==> src/rtl/tdc_pkg.sv <==
package tdc_pkg;
  typedef enum logic [1:0] {
    ST_STOP  = 2'd0,
    ST_FETCH = 2'd1,
    ST_XFER  = 2'd2,
    ST_SUSP  = 2'd3
  } ctl_st_e;

  localparam logic [1:0] OUT_STOPPED = 2'd0;
  localparam logic [1:0] OUT_RUNNING = 2'd1;
  localparam logic [1:0] OUT_SUSPEND = 2'd2;
endpackage

==> src/rtl/tdc_fsm.sv <==
module tdc_fsm
  import tdc_pkg::*;
(
  input  logic    clk_i,
  input  logic    rst_ni,
  input  logic    start_i,
  input  logic    poll_i,
  input  logic    fetch_done_i,
  input  logic    own_i,
  input  logic    frame_done_i,
  output ctl_st_e st_o,
  output logic    load_o,
  output logic    accept_o,
  output logic    miss_o,
  output logic    adv_o,
  output logic    save_o
);
  ctl_st_e st_q, st_d;

  always_comb begin
    load_o   = (st_q == ST_STOP) && start_i;
    accept_o = (st_q == ST_FETCH) && fetch_done_i && own_i;
    miss_o   = (st_q == ST_FETCH) && fetch_done_i && !own_i;
    adv_o    = (st_q == ST_XFER) && frame_done_i;
    save_o   = (adv_o && !start_i) || ((st_q == ST_SUSP) && !start_i);
  end

  always_comb begin
    st_d = st_q;
    unique case (st_q)
      ST_STOP:  if (start_i) st_d = ST_FETCH;
      ST_FETCH: if (fetch_done_i) st_d = own_i ? ST_XFER : ST_SUSP;
      ST_XFER:  if (frame_done_i) st_d = start_i ? ST_FETCH : ST_STOP;
      ST_SUSP: begin
        if (!start_i)    st_d = ST_STOP;
        else if (poll_i) st_d = ST_FETCH;
      end
      default:  st_d = ST_STOP;
    endcase
  end

  always_ff @(posedge clk_i or negedge rst_ni) begin
    if (!rst_ni) st_q <= ST_STOP;
    else         st_q <= st_d;
  end

  assign st_o = st_q;
endmodule

==> src/rtl/tdc_ptr.sv <==
module tdc_ptr #(
  parameter int unsigned AW         = 32,
  parameter int unsigned DESC_BYTES = 16
) (
  input  logic          clk_i,
  input  logic          rst_ni,
  input  logic [AW-1:0] base_i,
  input  logic          load_i,
  input  logic          accept_i,
  input  logic          eor_i,
  input  logic          adv_i,
  input  logic          save_i,
  output logic [AW-1:0] ptr_o
);
  localparam logic [AW-1:0] STEP = AW'(DESC_BYTES);

  logic [AW-1:0] ptr_q;
  logic          saved_q;
  logic          eor_q;

  always_ff @(posedge clk_i or negedge rst_ni) begin
    if (!rst_ni) begin
      ptr_q   <= '0;
      saved_q <= 1'b0;
      eor_q   <= 1'b0;
    end else begin
      // first start after reset takes the base; later starts resume
      if (load_i && !saved_q) ptr_q <= base_i;
      if (accept_i)           eor_q <= eor_i;
      if (adv_i)              ptr_q <= eor_q ? base_i : ptr_q + STEP;
      if (save_i)             saved_q <= 1'b1;
    end
  end

  assign ptr_o = ptr_q;
endmodule

==> src/rtl/tdc_sts.sv <==
module tdc_sts (
  input  logic clk_i,
  input  logic rst_ni,
  input  logic set_i,
  input  logic clr_i,
  output logic sts_o
);
  logic sts_q;

  always_ff @(posedge clk_i or negedge rst_ni) begin
    if (!rst_ni)    sts_q <= 1'b0;
    else if (set_i) sts_q <= 1'b1;  // set wins over clear
    else if (clr_i) sts_q <= 1'b0;
  end

  assign sts_o = sts_q;
endmodule

==> src/rtl/tx_dma_ctrl.sv <==
module tx_dma_ctrl
  import tdc_pkg::*;
#(
  parameter int unsigned AW         = 32,
  parameter int unsigned DESC_BYTES = 16
) (
  input  logic          clk_i,
  input  logic          rst_ni,
  input  logic          start_i,
  input  logic          poll_i,
  input  logic [AW-1:0] list_base_i,
  input  logic          fetch_done_i,
  input  logic          own_i,
  input  logic          eor_i,
  input  logic          frame_done_i,
  input  logic          susp_clr_i,
  output logic [1:0]    state_o,
  output logic          fetch_req_o,
  output logic [AW-1:0] fetch_addr_o,
  output logic          susp_sts_o
);
  ctl_st_e st;
  logic    load, accept, miss, adv, save;

  tdc_fsm u_fsm (
    .clk_i        (clk_i),
    .rst_ni       (rst_ni),
    .start_i      (start_i),
    .poll_i       (poll_i),
    .fetch_done_i (fetch_done_i),
    .own_i        (own_i),
    .frame_done_i (frame_done_i),
    .st_o         (st),
    .load_o       (load),
    .accept_o     (accept),
    .miss_o       (miss),
    .adv_o        (adv),
    .save_o       (save)
  );

  tdc_ptr #(.AW(AW), .DESC_BYTES(DESC_BYTES)) u_ptr (
    .clk_i    (clk_i),
    .rst_ni   (rst_ni),
    .base_i   (list_base_i),
    .load_i   (load),
    .accept_i (accept),
    .eor_i    (eor_i),
    .adv_i    (adv),
    .save_i   (save),
    .ptr_o    (fetch_addr_o)
  );

  tdc_sts u_sts (
    .clk_i  (clk_i),
    .rst_ni (rst_ni),
    .set_i  (miss),
    .clr_i  (susp_clr_i),
    .sts_o  (susp_sts_o)
  );

  always_comb begin
    unique case (st)
      ST_STOP:  state_o = OUT_STOPPED;
      ST_SUSP:  state_o = OUT_SUSPEND;
      default:  state_o = OUT_RUNNING;
    endcase
  end

  assign fetch_req_o = (st == ST_FETCH);
endmodule

==> config.mk <==
export PLATFORM = sky130hd
export DESIGN_NAME = tx_dma_ctrl
export DESIGN_NICKNAME = d
export VERILOG_FILES = /design/src/rtl/tdc_pkg.sv /design/src/rtl/tdc_fsm.sv /design/src/rtl/tdc_ptr.sv /design/src/rtl/tdc_sts.sv /design/src/rtl/tx_dma_ctrl.sv
export SDC_FILE = /design/constraint.sdc
export NUM_CORES = 1
export LEC_CHECK = 0
export ABC_CLOCK_PERIOD_IN_PS = 2400
export BUFFER_PORTS_ARGS = -buffer_cell sky130_fd_sc_hd__buf_2
export CAP_MARGIN = 20
export CORE_MARGIN = 3
export CORE_UTILIZATION = 50
export CTS_BUF_LIST = sky130_fd_sc_hd__clkbuf_4 sky130_fd_sc_hd__clkbuf_8
export DETAILED_ROUTE_END_ITERATION = 7
export PLACE_DENSITY_LB_ADDON = 0.25
export SYNTH_ARGS = -nofsm -noshare
export SYNTH_HDL_FRONTEND = slang
export SYNTH_HIERARCHICAL = 1
export SYNTH_SLANG_ARGS = --single-unit
==> constraint.sdc <==
create_clock -name clk_i -period 2.4 [get_ports clk_i]
set_input_delay 0.24 -clock clk_i [delete_from_list [all_inputs] [get_ports clk_i]]
set_output_delay 0.24 -clock clk_i [all_outputs]
set_load 0.05 [all_outputs]
[Word level (Yosys, flattened, before mapping)]
Index checks and enable logic that the tools add are counted.
Cells by class
  add/sub/neg operators: 1
  multiply operators: 0
  divide/modulo/power cells: 0
  order comparisons: 0
  equality and inequality tests: 7
  shifts and indexed selects: 0
  muxes and demuxes: 14
  bitwise logic cells: 0
  reduce and logical (&&, ||, !) cells: 16
Operators by type and width (number)
  2-to-1 mux 32 bit: 3
  adder 32 x 5 -> 32 bit (second input constant): 1
  2-to-1 mux 2 bit: 5
  logical AND 1 bit: 8
  one-hot mux 2 bit (4 select lines): 1
  inequality test 2 bit (second input constant): 3
  == test 2 bit (second input constant): 2
  2-to-1 mux 1 bit: 4
  one-hot mux 2 bit (2 select lines): 1
  AND reduction 4 bit: 1
  nonzero test 2 bit: 2
  zero test 1 bit: 3
  inequality test 3 bit (second input constant): 1
  == test 2 x 1 -> 1 bit (second input constant): 1
  zero test 2 bit: 1
  logical OR 1 bit: 1
Word-level totals
  flip-flop bits (word level): 37
  bits in latches: 0
  bits in writable memories: 0
  memory bits (read-only): 0
  input bits: 41
  output and inout bits: 36
  word-level logic and storage cells: 43
  memories: 0

[Depth between registers and ports, before layout]
  depth after elaboration: 5
  depth in mapped cells: 8
  gate-level depth less buffers: 7

[Hierarchy]
Netlist, hierarchy kept.
By module, submodules not included
  tdc_ptr: times used 1, cells each 218, area each 2020.7 µm², seq. area each 850.8 µm²
  tdc_fsm: times used 1, cells each 19, area each 152.6 µm², seq. area each 50.0 µm²
  tdc_sts: times used 1, cells each 3, area each 36.3 µm², seq. area each 25.0 µm²
  tx_dma_ctrl: times used 1, cells each 4, area each 32.5 µm², seq. area each 0.0 µm²

[Least setup slack after synthesis]
No wires, ideal clock.
  path kind: register to register
  from: reg u_ptr.ptr_q[4] (netlist: u_ptr/ptr_o[4])
  to: reg u_ptr.ptr_q[14] (netlist: u_ptr/ptr_o[14])
  setup time: 126 ps
  arrival: 1890 ps
  data required time: 2274 ps
  slack: 384 ps
  cell stages (with the launch flop): 7
  buffers on the path: 0
  period minus slack after synthesis: 2016 ps
  path through: dfrtp_1 -> ha_1 -> nand3_4 -> nor2_2 -> and4_2 -> o21ai_1 -> a221o_1
On the way
  longest elaborated chain between the ends: 3
RTL lines
  start, declared: line tdc_ptr.sv:17  | logic [AW-1:0] ptr_q;
  start signal, assigned: line tdc_ptr.sv:28  | if (load_i && !saved_q) ptr_q <= base_i;
  start signal, assigned: line tdc_ptr.sv:30  | if (adv_i) ptr_q <= eor_q ? base_i : ptr_q + STEP;
  adder 32 x 5 -> 32 bit: line tdc_ptr.sv:30
  2-to-1 mux 32 bit (2 in a row): line tdc_ptr.sv:30
Every way passes these cells.
A chain may end at the register's enable or synchronous reset.

[Worst setup path after layout]
  from: reg u_fsm.st_q[1] (netlist: u_fsm/st_o[1])
  to: reg u_ptr.ptr_q[25] (netlist: u_ptr/ptr_o[25])
On the way
  elaborated cells on any way between the ends: 7
  those cells by class: 1 x eq/ne; 1 x mux; 5 x reduce/logical
RTL lines
  start, declared: line tdc_fsm.sv:18  | ctl_st_e st_q, st_d;
  start signal, assigned: line tdc_fsm.sv:44  | else st_q <= st_d;
  == test 2 bit *: line tdc_fsm.sv:24  | adv_o = (st_q == ST_XFER) && frame_done_i;
  logical AND 1 bit *: line tdc_fsm.sv:24
  via adv: line tx_dma_ctrl.sv:23  | logic load, accept, miss, adv, save;
  2-to-1 mux 32 bit or nonzero test 2 bit (tied branches)
The timed path passes the listed nets; every way through them passes the cells marked *.

==> reports/metrics.json <==
{
  "cts_root_buffer": "sky130_fd_sc_hd__clkbuf_8",
  "route.vias.total": 2199,
  "vdd_ir_drop_max_uv": 717.7,
  "avgRoutedWirePerCell_um": 15.59,
  "gate_count_after_technology_mapping": 244,
  "ys_top_cells_by_count": "sky130_fd_sc_hd__nand2_1 (46), sky130_fd_sc_hd__dfrtp_1 (37), sky130_fd_sc_hd__a21oi_1 (15), sky130_fd_sc_hd__nor2_1 (14)",
  "clock_tree_from_tritoncts": "done",
  "detailedPlacementHpwl_mm": 4.162,
  "whs_ns": 0.04088,
  "ys_ff_latch": 37,
  "synth-edff-count": 0,
  "wire_length_of_the_first_global_routing_pass_mm": 9.439,
  "fp.coreArea_um2": 4173,
  "cts_hold_repair.buffers": 0,
  "synth_cell_types": 56,
  "timing_hold_violations_final": 0,
  "boundary_pin_count": 77,
  "postCtsSetupBuffers": 0,
  "clock_sinks": 37,
  "drt-pass1-iter-count": 4,
  "cts_repair_resize_count": 0,
  "grt_util_all_layers_pct": 22.70,
  "clk_latency_ns": 0.29,
  "io_buffer_count": 76,
  "power_leakage_uw": 0.001282,
  "share_of_post_route_cells_with_drive_strength_above_1_pct": 34.16,
  "grt-ovfl-total": 0,
  "critPathMostFrequentCell": "sky130_fd_sc_hd__nand2_1",
  "wirelength_routed_mm": 5.801,
  "timing.critical_path.from": "u_fsm/st_o[1]",
  "syn_area_um2": 2242,
  "synth_top_area_share_pct": 41.29,
  "clk_path_buf_depth": 2,
  "maxSlewHeadroom_pct": 44.86,
  "area_growth_syn_to_layout_pct": 23.21,
  "worstSetupPathType": "register to register",
  "dr_vias_cell": 5.911,
  "pin_count_of_the_biggest_net_entering_global_routing": 38,
  "outcome": "completed",
  "slowest_stage": "sky130_fd_sc_hd__dfrtp_1",
  "min_path_type": "primary input to asynchronous set/reset pin",
  "floorplan.initialDensity_pct": 53.73,
  "fmax_ghz": 0.5033,
  "timing.critical_path.cells": "nand2_1, nor2_1, a21o_1, nand2_1, o311ai_0, o311ai_1",
  "synthArstFlopShare_pct": 100.0,
  "ys_warn_count": 6,
  "critPathLaunchType": "register",
  "largest_delay_share_family_worst_path": "compound AO/OA/AOI/OAI gates",
  "route.detailed.drc": 0,
  "critical_path.endpoint_type": "register",
  "finalNetCount": 366,
  "detailedRoute.firstIterationViolations": 170,
  "path_max_fanout": 12,
  "timing.reg2reg.setup_slack_ns": 0.41,
  "synthesized_area_per_cell_um2": 9.189,
  "r2r_cells": 6,
  "slew_violations": 0,
  "worst_path_largest_cell_delay_ns": 0.51,
  "numCtsBuffers": 5,
  "postRouteAntennaNets": 0,
  "number_of_global_route_vias_before_repair": 1985,
  "r2r-end": "u_ptr/ptr_o[25]",
  "worst_pin_slew_ns": 0.8270,
  "synth_flop_cell": "sky130_fd_sc_hd__dfrtp_1",
  "setup_violations": 0,
  "timing.critical_path.arrival_ns": 2.14,
  "yosys.cell_count.top_type": "sky130_fd_sc_hd__nand2_1",
  "post-synth-top-area-cell": "sky130_fd_sc_hd__dfrtp_1",
  "placementRows": 23,
  "finalCritPeriodShare_pct": 82.79,
  "floorplan.die.width_um": 72.97,
  "die_height_um": 72.97,
  "num_antenna_cells": 0,
  "regToRegStartpoint": "u_fsm/st_o[1]",
  "cts.reportedPaths.clkPinSlew_ns": 0.07,
  "netlist_top_cells_area": "sky130_fd_sc_hd__dfrtp_1 (41%), sky130_fd_sc_hd__nand2_1 (7.7%), sky130_fd_sc_hd__a21oi_1 (3.3%), sky130_fd_sc_hd__nand3_1 (2.5%), sky130_fd_sc_hd__o21ai_0 (2.5%)",
  "grt_setup_unrepaired": "false",
  "power_density_nw_per_um2": 1440,
  "routability_congestion_estimate": 0.7768,
  "worstSetupPathDepth": 6,
  "worst_ep_required_time_ns": 2.55,
  "postSynthNetCount": 288,
  "final.setup_skew_ns": 0.007920,
  "setup_tns_ns": 0,
  "die_area_um2": 5324,
  "buffering_stage_count_on_the_worst_path_with_inverters_included": 0,
  "seq_area_frac_synth_pct": 41.29,
  "antenna_found_initial": 0,
  "timing.max_cap.violations": 0,
  "final_worst_path_period_need_ns": 1.987,
  "clock_tree.htree_level_count": 2
}
-- how the worst max path moves through the flow --
stage | endpoint | slack, ns
3_5_place_dp | u_ptr/ptr_o[28] | 0.21
5_1_grt | u_ptr/ptr_o[21] | 0.26
6_report | u_ptr/ptr_o[25] | 0.41
4_1_cts | u_ptr/ptr_o[28] | 0.21
3_3_place_gp | u_ptr/ptr_o[28] | 0.27
2_1_floorplan | u_ptr/ptr_o[14] | 0.38
-- logic make-up after synthesis --
family                   Yosys count  synth area share, %
XOR/XNOR                           4                1.563
AND/OR/NAND/NOR                  113                29.07
flip-flops                        37                41.29
adder cells (fa/ha/maj)            3                1.674
buffers and inverters             15                3.348
AO/OA/AOI/OAI                     70                22.10
multiplexers                       2               0.9486
-- flip-flops by register name, summed over array words and instances, names as in the netlist --
| name | count |
|---|---|
| u_ptr/ptr_o | 32 |
| u_ptr/saved_q | 1 |
| u_fsm/st_o | 2 |
| u_sts/sts_o | 1 |
| u_ptr/eor_q | 1 |
-- where the power goes --
group	internal, uW	total, uW	switching (uW)
sequential	909	1390	479
combinational	590	2130	1540
clock	239	458	219
-- metrics by stage --
step | power (uW) | setup slack, ns | instance area [um2] | utilization, % | cells
after detailed placement | 3530 | 0.2101 | 2661 | 63.78 | 364
after global placement | 3468 | 0.2721 | 2661 | 63.78 | 364
after CTS | 3987 | 0.2058 | 2751 | 65.94 | 371
final | 3978 | 0.4129 | 2763 | 66.21 | 372
after global routing | 4222 | 0.2588 | 2763 | 66.21 | 372
after floorplan | 2979 | 0.3843 | 2242 | - | 244
-- worst register-to-register path, cell delays in order (launching register included) --
cell and delay, ns:
sky130_fd_sc_hd__dfrtp_1 0.51, sky130_fd_sc_hd__nand2_1 0.10, sky130_fd_sc_hd__nor2_1 0.21, sky130_fd_sc_hd__a21o_1 0.36
sky130_fd_sc_hd__nand2_1 0.32, sky130_fd_sc_hd__o311ai_0 0.21, sky130_fd_sc_hd__o311ai_1 0.16
-- cell usage in the layout, fill, tap and decap left out, drive strengths merged, types with 2 or more instances in the layout --
| master | count |
|---|---|
| a21o | 2 |
| a21oi | 15 |
| a221o | 5 |
| a221oi | 2 |
| a22oi | 6 |
| a31oi | 2 |
| a32oi | 2 |
| and3 | 7 |
| and4 | 4 |
| buf | 81 |
| clkbuf | 7 |
| dfrtp | 37 |
| ha | 3 |
| inv | 5 |
| nand2 | 47 |
| nand2b | 3 |
| nand3 | 13 |
| nand4 | 7 |
| nor2 | 16 |
| nor2b | 4 |
| nor3 | 3 |
| nor3b | 3 |
| nor4 | 3 |
| o211ai | 2 |
| o21ai | 15 |
| o22ai | 3 |
| o311ai | 12 |
| xor2 | 3 |
-- per-layer routing --
metal	track usage (%)	vias to the layer above	wire, um
met5	0	-	0
met4	6.967	0	66
met3	4.959	6	485
met2	36.17	93	2768
met1	30.88	1032	2480
li1	-	1068	-
-- cell type report --
type | count | area, um2
Clock buffer | 7 | 90.09
Fill cell | 370 | 1410
Inverter | 5 | 18.77
Multi-Input combinational cell | 192 | 1244
Sequential cell | 37 | 925.9
Tap cell | 50 | 62.56
Timing Repair Buffer | 81 | 421.7
(Power assumes the default switching activity.)
